`src/rtl/nps_pkg.sv`:
```
package nps_pkg;

  typedef enum logic [3:0] {
    ST_IDLE, ST_CMD1, ST_ADDR, ST_DATA, ST_CTL, ST_CMD2,
    ST_WBSY, ST_WRDY, ST_SRCMD, ST_SRRD, ST_NEXT
  } seq_st_e;

  localparam logic [7:0] SR_OPCODE = 8'h70;

  // first enabled stage at or after index 'from'; index 5 means none left
  function automatic seq_st_e next_stage(input int from, input logic [4:0] en);
    seq_st_e nx;
    nx = ST_NEXT;
    for (int i = 4; i >= 0; i--) begin
      if (i >= from && en[i]) begin
        case (i)
          0:       nx = ST_CMD1;
          1:       nx = ST_ADDR;
          2:       nx = ST_DATA;
          3:       nx = ST_CMD2;
          default: nx = ST_WBSY;
        endcase
      end
    end
    return nx;
  endfunction

endpackage

```
`src/rtl/nps_byte_fifo.sv`:
```
// Word-in, byte-out buffer. DEPTH must be a power of two, at least 2.
module nps_byte_fifo #(
  parameter int DEPTH = 4
) (
  input  logic        clk_i,
  input  logic        rst_ni,
  input  logic        push_i,
  input  logic [31:0] wdata_i,
  output logic        full_o,
  input  logic        pop_i,
  output logic [7:0]  rbyte_o,
  output logic        empty_o
);
  localparam int PW = $clog2(DEPTH);
  localparam int CW = $clog2(DEPTH + 1);

  logic [31:0]   mem [DEPTH];
  logic [PW-1:0] wp, rp;
  logic [CW-1:0] cnt;
  logic [1:0]    bsel;
  logic          do_push, do_pop, word_done;

  assign full_o    = (cnt == CW'(DEPTH));
  assign empty_o   = (cnt == '0);
  assign do_push   = push_i && !full_o;
  assign do_pop    = pop_i && !empty_o;
  assign word_done = do_pop && (bsel == 2'd3);
  assign rbyte_o   = mem[rp][{bsel, 3'b000} +: 8];

  always_ff @(posedge clk_i) begin
    if (do_push) mem[wp] <= wdata_i;
  end

  always_ff @(posedge clk_i or negedge rst_ni) begin
    if (!rst_ni) begin
      wp   <= '0;
      rp   <= '0;
      cnt  <= '0;
      bsel <= '0;
    end else begin
      if (do_push)   wp <= wp + PW'(1);
      if (do_pop)    bsel <= bsel + 2'd1;
      if (word_done) rp <= rp + PW'(1);
      case ({do_push, word_done})
        2'b10:   cnt <= cnt + CW'(1);
        2'b01:   cnt <= cnt - CW'(1);
        default: ;
      endcase
    end
  end
endmodule

```
`src/rtl/nps_we_gen.sv`:
```
// Write-strobe generator: accepts one byte per request and shapes the low/high phases.
module nps_we_gen #(
  parameter int T_WL = 2,
  parameter int T_WH = 2
) (
  input  logic       clk_i,
  input  logic       rst_ni,
  input  logic       req_i,
  input  logic [7:0] byte_i,
  input  logic       cle_i,
  input  logic       ale_i,
  output logic       ack_o,
  output logic       busy_o,
  output logic       we_no,
  output logic [7:0] io_o,
  output logic       cle_o,
  output logic       ale_o,
  output logic       oe_o
);
  localparam int TMAX = (T_WL > T_WH) ? T_WL : T_WH;
  localparam int CW   = $clog2(TMAX + 1);

  typedef enum logic [1:0] {PH_IDLE, PH_LOW, PH_HIGH} ph_e;

  ph_e           ph;
  logic [CW-1:0] cnt;

  assign ack_o  = req_i && (ph == PH_IDLE);
  assign busy_o = (ph != PH_IDLE);

  always_ff @(posedge clk_i or negedge rst_ni) begin
    if (!rst_ni) begin
      ph    <= PH_IDLE;
      cnt   <= '0;
      we_no <= 1'b1;
      io_o  <= '0;
      cle_o <= 1'b0;
      ale_o <= 1'b0;
      oe_o  <= 1'b0;
    end else begin
      case (ph)
        PH_IDLE: if (req_i) begin
          ph    <= PH_LOW;
          cnt   <= '0;
          we_no <= 1'b0;
          io_o  <= byte_i;
          cle_o <= cle_i;
          ale_o <= ale_i;
          oe_o  <= 1'b1;
        end
        PH_LOW: if (cnt == CW'(T_WL - 1)) begin
          ph    <= PH_HIGH;
          cnt   <= '0;
          we_no <= 1'b1;
        end else cnt <= cnt + CW'(1);
        default: if (cnt == CW'(T_WH - 1)) begin
          ph    <= PH_IDLE;
          cnt   <= '0;
          cle_o <= 1'b0;
          ale_o <= 1'b0;
          oe_o  <= 1'b0;
        end else cnt <= cnt + CW'(1);
      endcase
    end
  end
endmodule

```
`src/rtl/nand_prog_seq.sv`:
```
module nand_prog_seq #(
  parameter int DATA_BYTES = 512,
  parameter int CTL_BYTES  = 16,
  parameter int FIFO_DEPTH = 4,
  parameter int ADDR_W     = 18,
  parameter int T_WL       = 2,
  parameter int T_WH       = 2,
  parameter int T_RL       = 3,
  parameter int T_RH       = 2
) (
  input  logic              clk_i,
  input  logic              rst_ni,
  input  logic [15:0]       cmd_code_i,
  input  logic [ADDR_W-1:0] sect_addr_i,
  input  logic [1:0]        addr_cnt_i,
  input  logic [4:0]        stage_en_i,
  input  logic [15:0]       sect_cnt_i,
  input  logic              start_i,
  input  logic              done_clr_i,
  output logic              done_o,
  output logic              busy_o,
  output logic [7:0]        status_o,
  input  logic [1:0]        dreq_en_i,
  input  logic              dat_push_i,
  input  logic [31:0]       dat_wdata_i,
  output logic              dat_dreq_o,
  input  logic              ctl_push_i,
  input  logic [31:0]       ctl_wdata_i,
  output logic              ctl_dreq_o,
  output logic              ce_no,
  output logic              cle_o,
  output logic              ale_o,
  output logic              we_no,
  output logic              re_no,
  output logic [7:0]        io_o,
  output logic              io_oe_o,
  input  logic [7:0]        io_i,
  input  logic              rb_ni
);
  import nps_pkg::*;

  localparam int DATA_WORDS = DATA_BYTES / 4;
  localparam int CTL_WORDS  = CTL_BYTES / 4;
  localparam int BCW = $clog2(DATA_BYTES);          // CTL_BYTES <= DATA_BYTES
  localparam int DLW = 16 + $clog2(DATA_WORDS + 1);
  localparam int CLW = 16 + $clog2(CTL_WORDS + 1);
  localparam int RMX = (T_RL > T_RH) ? T_RL : T_RH;
  localparam int RW  = $clog2(RMX + 1);

  seq_st_e        st;
  logic [15:0]    cmd_q;
  logic [4:0]     en_q;
  logic [1:0]     acnt_q;
  logic [15:0]    sect_left;
  logic [31:0]    cur_addr;
  logic [BCW-1:0] bcnt;
  logic [RW-1:0]  rcnt;
  logic [1:0]     rd_ph;
  logic           re_n_q, done_q;
  logic [7:0]     stat_q;
  logic [1:0]     rb_q;
  logic [DLW-1:0] dat_left;
  logic [CLW-1:0] ctl_left;

  logic       wr_req, wr_cle, wr_ale, wr_ack, wr_busy, wr_oe;
  logic [7:0] wr_byte;
  logic       dat_pop, ctl_pop, dat_empty, ctl_empty, dat_full, ctl_full;
  logic [7:0] dat_byte, ctl_byte;
  logic       dat_push_ok, ctl_push_ok;

  assign dat_push_ok = dat_push_i && (dat_left != '0) && !dat_full;
  assign ctl_push_ok = ctl_push_i && (ctl_left != '0) && !ctl_full;
  assign dat_dreq_o  = dreq_en_i[0] && (dat_left != '0) && !dat_full;
  assign ctl_dreq_o  = dreq_en_i[1] && (ctl_left != '0) && !ctl_full;

  nps_byte_fifo #(.DEPTH(FIFO_DEPTH)) u_dat_fifo (
    .clk_i, .rst_ni, .push_i(dat_push_ok), .wdata_i(dat_wdata_i), .full_o(dat_full),
    .pop_i(dat_pop), .rbyte_o(dat_byte), .empty_o(dat_empty)
  );

  nps_byte_fifo #(.DEPTH(FIFO_DEPTH)) u_ctl_fifo (
    .clk_i, .rst_ni, .push_i(ctl_push_ok), .wdata_i(ctl_wdata_i), .full_o(ctl_full),
    .pop_i(ctl_pop), .rbyte_o(ctl_byte), .empty_o(ctl_empty)
  );

  nps_we_gen #(.T_WL(T_WL), .T_WH(T_WH)) u_we_gen (
    .clk_i, .rst_ni, .req_i(wr_req), .byte_i(wr_byte), .cle_i(wr_cle), .ale_i(wr_ale),
    .ack_o(wr_ack), .busy_o(wr_busy), .we_no, .io_o, .cle_o, .ale_o, .oe_o(wr_oe)
  );

  always_comb begin
    wr_req  = 1'b0;
    wr_byte = 8'h00;
    wr_cle  = 1'b0;
    wr_ale  = 1'b0;
    dat_pop = 1'b0;
    ctl_pop = 1'b0;
    case (st)
      ST_CMD1:  begin wr_req = 1'b1; wr_byte = cmd_q[7:0];  wr_cle = 1'b1; end
      ST_ADDR:  begin wr_req = 1'b1; wr_byte = cur_addr[{bcnt[1:0], 3'b000} +: 8]; wr_ale = 1'b1; end
      ST_DATA:  begin wr_req = !dat_empty; wr_byte = dat_byte; dat_pop = wr_ack; end
      ST_CTL:   begin wr_req = !ctl_empty; wr_byte = ctl_byte; ctl_pop = wr_ack; end
      ST_CMD2:  begin wr_req = 1'b1; wr_byte = cmd_q[15:8]; wr_cle = 1'b1; end
      ST_SRCMD: begin wr_req = 1'b1; wr_byte = SR_OPCODE;   wr_cle = 1'b1; end
      default: ;
    endcase
  end

  always_ff @(posedge clk_i or negedge rst_ni) begin
    if (!rst_ni) begin
      st        <= ST_IDLE;
      cmd_q     <= '0;
      en_q      <= '0;
      acnt_q    <= '0;
      sect_left <= '0;
      cur_addr  <= '0;
      bcnt      <= '0;
      rcnt      <= '0;
      rd_ph     <= '0;
      re_n_q    <= 1'b1;
      done_q    <= 1'b0;
      stat_q    <= '0;
      rb_q      <= 2'b11;
      dat_left  <= '0;
      ctl_left  <= '0;
    end else begin
      rb_q <= {rb_q[0], rb_ni};
      if (dat_push_ok) dat_left <= dat_left - DLW'(1);
      if (ctl_push_ok) ctl_left <= ctl_left - CLW'(1);
      if (done_clr_i)  done_q <= 1'b0;
      case (st)
        ST_IDLE: if (start_i) begin
          if (sect_cnt_i == '0) begin
            done_q <= 1'b1;
          end else begin
            done_q    <= 1'b0;
            cmd_q     <= cmd_code_i;
            en_q      <= stage_en_i;
            acnt_q    <= addr_cnt_i;
            sect_left <= sect_cnt_i;
            cur_addr  <= 32'(sect_addr_i);
            bcnt      <= '0;
            dat_left  <= stage_en_i[2] ? DLW'(sect_cnt_i) * DLW'(DATA_WORDS) : '0;
            ctl_left  <= stage_en_i[2] ? CLW'(sect_cnt_i) * CLW'(CTL_WORDS)  : '0;
            st        <= next_stage(0, stage_en_i);
          end
        end
        ST_CMD1: if (wr_ack) st <= next_stage(1, en_q);
        ST_ADDR: if (wr_ack) begin
          if (bcnt[1:0] == acnt_q) begin
            bcnt <= '0;
            st   <= next_stage(2, en_q);
          end else bcnt <= bcnt + BCW'(1);
        end
        ST_DATA: if (wr_ack) begin
          if (bcnt == BCW'(DATA_BYTES - 1)) begin
            bcnt <= '0;
            st   <= ST_CTL;
          end else bcnt <= bcnt + BCW'(1);
        end
        ST_CTL: if (wr_ack) begin
          if (bcnt == BCW'(CTL_BYTES - 1)) begin
            bcnt <= '0;
            st   <= next_stage(3, en_q);
          end else bcnt <= bcnt + BCW'(1);
        end
        ST_CMD2:  if (wr_ack) st <= next_stage(4, en_q);
        ST_WBSY:  if (!rb_q[1]) st <= ST_WRDY;
        ST_WRDY:  if (rb_q[1])  st <= ST_SRCMD;
        ST_SRCMD: if (wr_ack) begin
          st    <= ST_SRRD;
          rd_ph <= 2'd0;
        end
        ST_SRRD: if (!wr_busy) begin
          case (rd_ph)
            2'd0: begin
              re_n_q <= 1'b0;
              rcnt   <= '0;
              rd_ph  <= 2'd1;
            end
            2'd1: if (rcnt == RW'(T_RL - 1)) begin
              stat_q <= io_i;
              re_n_q <= 1'b1;
              rcnt   <= '0;
              rd_ph  <= 2'd2;
            end else rcnt <= rcnt + RW'(1);
            default: if (rcnt == RW'(T_RH - 1)) begin
              rcnt  <= '0;
              rd_ph <= 2'd0;
              st    <= ST_NEXT;
            end else rcnt <= rcnt + RW'(1);
          endcase
        end
        ST_NEXT: if (!wr_busy) begin
          if (sect_left == 16'd1) begin
            done_q <= 1'b1;
            st     <= ST_IDLE;
          end else begin
            sect_left <= sect_left - 16'd1;
            cur_addr  <= cur_addr + 32'd1;
            st        <= next_stage(0, en_q);
          end
        end
        default: st <= ST_IDLE;
      endcase
    end
  end

  assign busy_o   = (st != ST_IDLE);
  assign ce_no    = !busy_o;
  assign done_o   = done_q;
  assign status_o = stat_q;
  assign re_no    = re_n_q;
  assign io_oe_o  = wr_oe;
endmodule

```
`config.mk`:
```
export PLATFORM = sky130hd
export DESIGN_NAME = nand_prog_seq
export DESIGN_NICKNAME = d
export VERILOG_FILES = /design/src/rtl/nps_pkg.sv /design/src/rtl/nps_byte_fifo.sv /design/src/rtl/nps_we_gen.sv /design/src/rtl/nand_prog_seq.sv
export SDC_FILE = /design/constraint.sdc
export NUM_CORES = 1
export LEC_CHECK = 0
export ABC_CLOCK_PERIOD_IN_PS = 3340
export CAP_MARGIN = 5
export CORE_MARGIN = 5
export CORE_UTILIZATION = 64
export CTS_CLUSTER_SIZE = 30
export DETAILED_ROUTE_END_ITERATION = 10
export DONT_BUFFER_PORTS = 1
export PLACE_DENSITY = 0.8
export SETUP_SLACK_MARGIN = 0.2
export SLEW_MARGIN = 20
export SYNTH_ARGS = -nofsm -noshare
export SYNTH_HDL_FRONTEND = slang
export SYNTH_SLANG_ARGS = --single-unit
```
`constraint.sdc`:
```
create_clock -name clk_i -period 3.34 [get_ports clk_i]
set_input_delay 0.334 -clock clk_i [delete_from_list [all_inputs] [get_ports clk_i]]
set_output_delay 0.334 -clock clk_i [all_outputs]
set_load 0.02 [all_outputs]
```
==> run_results.csv, run 1 <==
group,metric,value,unit
outcome,status,"finished, violations left",
outcome,violations,"hold timing",
layout,area_growth,16.2,%
critical_path,cp_slowest_cell,"dfrtp_1",
floorplan,io_pins,164,
drt,viasPerCell,6.39,
power,ir_worst_vdd,568,uV
critical_path,crit_path_end_kind,"flop",
timing,whs,-0.508,ns
timing,setup_ws,0.375,ns
critical_path,cp_data_arrival_time,3.43,ns
layout,fin_util,74.7,%
placement,port_buffers,0,
global_route,antenna_found_initial,2,
min_path,hold_class,"input pin to asynchronous set/reset pin",
drt,topRoutingLayerUsed,"met5",
synth,synth-edff-count,256,
synth,synthCells,1500,
timing,skew,0.0261,ns
synth,syn_avg_cell_area,13.0,um^2
cts,cts_buffers,44,
layout,final_common_cell,"edfxtp_1",
synth,ys_async_sr_fraction,40.9,%
drt,drc,0,
drt,wl_met3,4.42,mm
drt,drt_wl_total,46.4,mm
flow_run,maxCapViolations,0,
synth,yosys.area.top_type,"edfxtp_1",
floorplan,initial_core_util,64.3,%
drt,antenna_left,0,
timing,fmax,337,MHz
placement,place_ws,0.229,ns
drt,wl_met1,18.2,mm
timing,timing.setup.tns,0,ns
synth,synth_warnings,0,
critical_path,cp_top_family,"simple AND/OR/NAND/NOR gates",
cts,hold_buffers,121,
drt,vias,13100,
drt,wl_per_cell,22.6,um
layout,fin_nets,1787,
timing,grt_setup_unrepaired,"no",
cts,htreeDepth,2,
timing,min_period_over_period,88.8,%
critical_path,critical_path_required,3.81,ns
floorplan,design.die.area,34100,um^2
drt,drt_iter0_markers,1209,
drt,dr_wl_met2,22.5,mm
timing,worst_pin_slew,0.916,ns
critical_path,cp_max_fo,18,
floorplan,die_x,185,um
global_route,grt_pass1_wl,73.2,mm
synth,ys_ff_latch,433,
critical_path,critPathKind,"flop to flop",
power,p_per_area,844,nW/um^2
critical_path,cpPeakStageDelay,0.73,ns
layout,layout-drive-gt1-share,12.4,%
cts,cts_tree,"built",
global_route,grt_pass1_vias,13300,
global_route,grt_use_total,27.4,%
synth,netlist_area,19500,um^2
cts,cts_buffer_depth,3,
synth,synth_top_flop_cell,"edfxtp_1",
synth,synth_nets,1660,
drt,drt_pass1_iterations,6,
synth,netlist.area_leader.share,39.4,%
global_route,grt_max_degree,178,
synth,yosysSeqAreaShare,62.1,%
layout,fillers,1864,
layout,multi_input_area,6920,um^2
critical_path,cp_common_cell,"xor2_1",
global_route,grt_overflow,0,
floorplan,design.core.area,30300,um^2
timing,maxSlewViolCount,0,
timing,period_minus_slack,2.97,ns
layout,regArea,12100,um^2
synth,synthDistinctLibCells,89,
critical_path,cp_cell_sequence,"nand4bb_1, nor4_1, buf_4, and2_1, ha_1, inv_1, fa_1, xor2_1, nor2_1, xor2_1",
placement,dpl.hpwl,29.8,mm
layout,most-common-layout-cells,"edfxtp_1, dfrtp_1, nand2_1",
timing,relSlewSlack,38.8,%
timing,setup_viol,0,
cts,clock_latency,0.56,ns
floorplan,rows,64,
cts,path_clk_slew,0.06,ns
critical_path,cp-start-kind,"flop",
floorplan,die_h,185,um
placement,gp_congestion,0.929,
critical_path,cp_num_buf_inv,2,
synth,synthTopCellsByArea,"edfxtp_1, dfrtp_1, mux4_2",
timing,finalHoldViolCount,177,
cts,cts_root_buf,"clkbuf_16",
power,power,19.1,mW
power,p_leak,8.25,nW
cts,clock-sinks,433,
==> cell families (layout without fill, tap and decap cells) <==
group	after synthesis	in the layout	synth area share (%)
compound gates	303	303	9.70
xor+xnor	68	68	3.05
fa+ha+maj	22	22	1.49
buf+inv	115	273	2.44
flops	433	433	62.1
mux	113	113	9.60
other cells	0	1	0
simple gates	446	446	11.6
==> synthesized netlist by cell type, types with 28 or more instances <==
| library cell | instances |
|---|---|
| mux4_2 | 58 |
| nand2_1 | 141 |
| nand3_1 | 28 |
| o21ai_0 | 62 |
| edfxtp_1 | 256 |
| dfrtp_1 | 173 |
| nor3_1 | 33 |
| mux2i_1 | 42 |
| inv_1 | 37 |
| a21oi_1 | 112 |
| xnor2_1 | 47 |
| clkbuf_1 | 45 |
| nor2_1 | 107 |
==> per-layer routing <==
metal  up-vias  GRT usage, %
li1       5908             -
met1      6504          37.8
met2       627          44.4
met3        96          6.63
met4         2          7.45
met5         -             0
==> area by class of cell <==
class / count / area share, %
Antenna cell: 1 / 0.0110
Clock buffer: 58 / 5.27
Clock inverter: 19 / 1.02
Inverter: 37 / 0.613
Multi-Input combinational cell: 952 / 30.6
Sequential cell: 433 / 53.5
Tap cell: 396 / 2.19
Timing Repair Buffer: 159 / 6.83
==> power breakdown <==
group	total [mW]	internal (mW)	leakage [nW]	switching, mW
combinational	5.64	2.46	3.02	3.18
sequential	8.63	7.21	4.53	1.42
clock	4.85	2.84	0.696	2.01
==> timing repair <==
action	4_1_cts	5_1_grt
endpoints found under the setup margin	0	1
resized for setup	0	2
hold endpoints to repair	490	177
setup buffers	0	0
==> per-stage QoR <==
stage	hold WS (ns)	instances	cell area, um^2
after global routing	-0.532	2055	22700
after CTS	-0.526	2054	22700
after detailed placement	0.0470	1856	20000
after global placement	0.0483	1856	20000
final	-0.508	2055	22700
after floorplan	0.0384	1500	19500
==> path summary, 6_finish.rpt <==
| check | to | startpoint | cells past startpoint | slack [ns] |
|---|---|---|---|---|
| max | u_dat_fifo.cnt[2]$_DFFE_PN0P_ | st[1]$_DFFE_PN0P_ | 10 | 0.37 |
| min | cur_addr[11]$_DFFE_PN0P_ | rst_ni | 0 | -0.51 |
| max reg2reg | u_dat_fifo.cnt[2]$_DFFE_PN0P_ | st[1]$_DFFE_PN0P_ | 10 | 0.37 |
| min reg2reg | rb_q[1]$_DFF_PN1_ | rb_q[0]$_DFF_PN1_ | 0 | 0.37 |
| max in group asynchronous | dat_left[0]$_DFF_PN0_ | rst_ni | 0 | 3.32 |
| min in group clk_i | cur_addr[1]$_DFFE_PN0P_ | sect_addr_i[1] | 2 | 0.02 |
==> state kept, by name, indices dropped and copies added (netlist names), 9 cells and up <==
register and cells:
sect_left 16, u_ctl_fifo.mem 128, u_dat_fifo.mem 128, cur_addr 32, ctl_left 19, bcnt 9
dat_left 24, cmd_q 16
Note: power is estimated with default switching activity, not from simulation.
==> run 2, diff against run 1 <==
Settings changed: ABC_CLOCK_PERIOD_IN_PS 3340 to unset, SYNTH_HIERARCHICAL set to 1.
==> run 2 against run 1 <==
- the flow still finishes with violations (hold timing)
- cell area grew 2.1%
- die area grew 1.1%
- setup slack got worse by 0.021 ns
- clock power is 5.8% higher
- power decreased by 42%
- worst hold slack got worse by 0.021 ns
- via count up 1.5%
- wire length grew 3.5%
==> run_results.csv, run 2 <==
group,metric,value,unit
outcome,status,"finished, violations left",
outcome,violations,"hold timing",
timing,finalHoldViolCount,177,
synth,yosys.area.top_type,"edfxtp_1",
synth,ys_async_sr_fraction,40.9,%
global_route,grt_overflow,0,
timing,worst_pin_slew,0.795,ns
layout,final_common_cell,"edfxtp_1",
cts,clock-sinks,433,
cts,cts_buffers,44,
layout,layout-drive-gt1-share,14.1,%
global_route,grt_max_degree,178,
cts,clock_latency,0.58,ns
layout,largestRegisters,"u_ctl_fifo/mem (128), u_dat_fifo/mem (128), cur_addr (32)",
synth,synth_common_cells,"edfxtp_1, dfrtp_1, nand2_1",
floorplan,design.core.area,30500,um^2
critical_path,cp_top_family,"simple AND/OR/NAND/NOR gates",
timing,min_period_over_period,89.4,%
critical_path,cp_max_fo,7,
drt,drt_pass1_iterations,5,
cts,htreeDepth,2,
drt,wl_per_cell,23.2,um
floorplan,rows,64,
drt,vias,13300,
layout,area_growth,17.2,%
synth,yosysMostFrequentCell,"edfxtp_1",
power,swShare,19.6,%
power,intPower,8.84,mW
cts,cts_root_buf,"clkbuf_16",
timing,relSlewSlack,46.9,%
synth,ys_ff_latch,433,
power,seq_power_share,51.8,%
critical_path,critPathKind,"flop to flop",
power,power_frac_comb,1.6,%
synth,synth_top_flop_cell,"edfxtp_1",
synth,netlist_area,19700,um^2
synth,synth-edff-count,256,
critical_path,cp_data_arrival_time,3.47,ns
placement,port_buffers,0,
critical_path,cp-start-kind,"flop",
layout,most-common-layout-cells,"edfxtp_1, dfrtp_1, nand2_1",
timing,skew,0.0245,ns
synth,netlist.area_leader.share,38.9,%
critical_path,cp_num_buf_inv,2,
drt,drt_iter0_markers,1283,
power,p_leak,8.90,nW
synth,synthDistinctLibCells,80,
synth,synthTopCellsByArea,"edfxtp_1, dfrtp_1, mux4_2",
drt,drc,0,
timing,whs,-0.530,ns
synth,yosysSeqAreaShare,61.4,%
floorplan,die_h,186,um
synth,synth_warnings,6,
layout,fin_nets,1792,
cts,cts_buffer_depth,3,
timing,timing.setup.tns,0,ns
synth,syn_avg_cell_area,13.3,um^2
placement,gp_congestion,0.908,
placement,dpl.hpwl,29.6,mm
cts,path_clk_slew,0.06,ns
power,p_per_area,476,nW/um^2
floorplan,initial_core_util,64.7,%
timing,fmax,335,MHz
global_route,grt_pass1_vias,13400,
power,p_sw,2.16,mW
critical_path,crit_path_end_kind,"flop",
drt,drt_wl_total,48.1,mm
critical_path,cpPeakStageDelay,0.54,ns
critical_path,critical_path_required,3.82,ns
synth,synthCells,1481,
cts,cts_tree,"built",
drt,antenna_left,0,
global_route,antenna_found_initial,9,
global_route,grt_use_total,27.7,%
synth,synth_nets,1642,
timing,period_minus_slack,2.99,ns
drt,viasPerCell,6.44,
floorplan,io_pins,164,
flow_run,maxCapViolations,0,
critical_path,cp_slowest_cell,"or4_4",
floorplan,die_x,186,um
floorplan,design.die.area,34500,um^2
power,clock_power_share,46.6,%
global_route,grt_pass1_wl,74.3,mm
timing,grt_setup_unrepaired,"yes",
layout,fillers,1815,
timing,maxSlewViolCount,0,
power,ir_worst_vdd,444,uV
cts,hold_buffers,124,
timing,setup_viol,0,
critical_path,cp_cell_sequence,"or4_4, or4_4, o21a_4, nor2b_4, inv_1, ha_2, inv_1, fa_1, xor2_1, nor2_1, xor2_1",
min_path,hold_class,"input pin to asynchronous set/reset pin",
layout,fin_util,75.8,%
critical_path,reg2reg_slack,0.35,ns
[run 2: routing by layer]
layer	part of all wire [%]	wire length, um	global-route usage (%)
met1	40	19100	38.0
met2	48	23300	45.5
met3	8.9	4290	5.26
met4	2.8	1360	8.98
met5	0.015	7	0
[run 2: kinds of logic after synthesis]
group	count (synthesis)	synth area share, %
AO/OA/AOI/OAI	280	9.12
XOR/XNOR	71	3.15
adder cells (fa/ha/maj)	23	1.53
buffers and inverters	109	2.65
flip-flops	433	61.4
multiplexers	103	10.5
AND/OR/NAND/NOR	462	11.7
[run 2: repair_timing]
| action | CTS | global route |
|---|---|---|
| buffers inserted | 0 | 9 |
| pin swaps | 0 | 1 |
| endpoints found under the setup margin | 1 | 6 |
| gates resized for setup | 3 | 5 |
| hold endpoints to repair | 493 | 177 |
[run 2: path summary, 6_finish.rpt]
path	endpoint	from	depth (start not counted)
setup reg to reg	u_dat_fifo/cnt[2]$_DFFE_PN0P_	dat_left[7]$_DFF_PN0_	11
hold reg to reg	rb_q[1]$_DFF_PN1_	rb_q[0]$_DFF_PN1_	0
min in group clk_i	ctl_left[13]$_DFF_PN0_	sect_cnt_i[11]	2
max in group asynchronous	dat_left[13]$_DFF_PN0_	rst_ni	0
hold / removal	u_we_gen/ale_o$_DFFE_PN0P_	rst_ni	0
setup / recovery	u_dat_fifo/cnt[2]$_DFFE_PN0P_	dat_left[7]$_DFF_PN0_	11
[run 2: per-stage QoR]
step | power (mW) | area [um^2] | std cells | setup slack [ns]
6_report | 11.0 | 23100 | 2071 | 0.354
3_5_place_dp | 5.82 | 20200 | 1848 | 0.160
5_1_grt | 11.3 | 23100 | 2070 | 0.170
4_1_cts | 11.1 | 23000 | 2052 | 0.217
3_3_place_gp | 5.82 | 20200 | 1848 | 0.223
2_1_floorplan | 5.82 | 19700 | 1481 | 0.216
[run 2: area by class of cell]
class	instances	area (um^2)	area share (%)
timing repair buffer	177	1680	7.25
sequential	433	12100	52.4
clock buffer	59	1260	5.44
antenna	10	25.0	0.108
tap	396	495	2.14
multi-input combinational	939	7150	30.9
clock inverter	21	259	1.12
inverter	36	135	0.584
[run 2: worst reg2reg max path, delay by kind of cell (launching register included)]
family | cells | cell delay [ns]
AOI/OAI and AO/OA | 1 | 0.26
DFF | 1 | 0.39
buffers and inverters | 2 | 0.11
adders and majority gates | 2 | 0.55
and+or+nand+nor | 4 | 1.30
xor gates and xnor gates | 2 | 0.29
[run 2: power groups by stage]
stage	Combinational [mW]	Sequential (mW)	Clock, mW
2_1_floorplan	0.0187	5.80	0
3_3_place_gp	0.0178	5.80	0
3_5_place_dp	0.0182	5.80	0
4_1_cts	0.175	5.69	5.20
5_1_grt	0.189	5.69	5.43
6_report	0.179	5.69	5.13
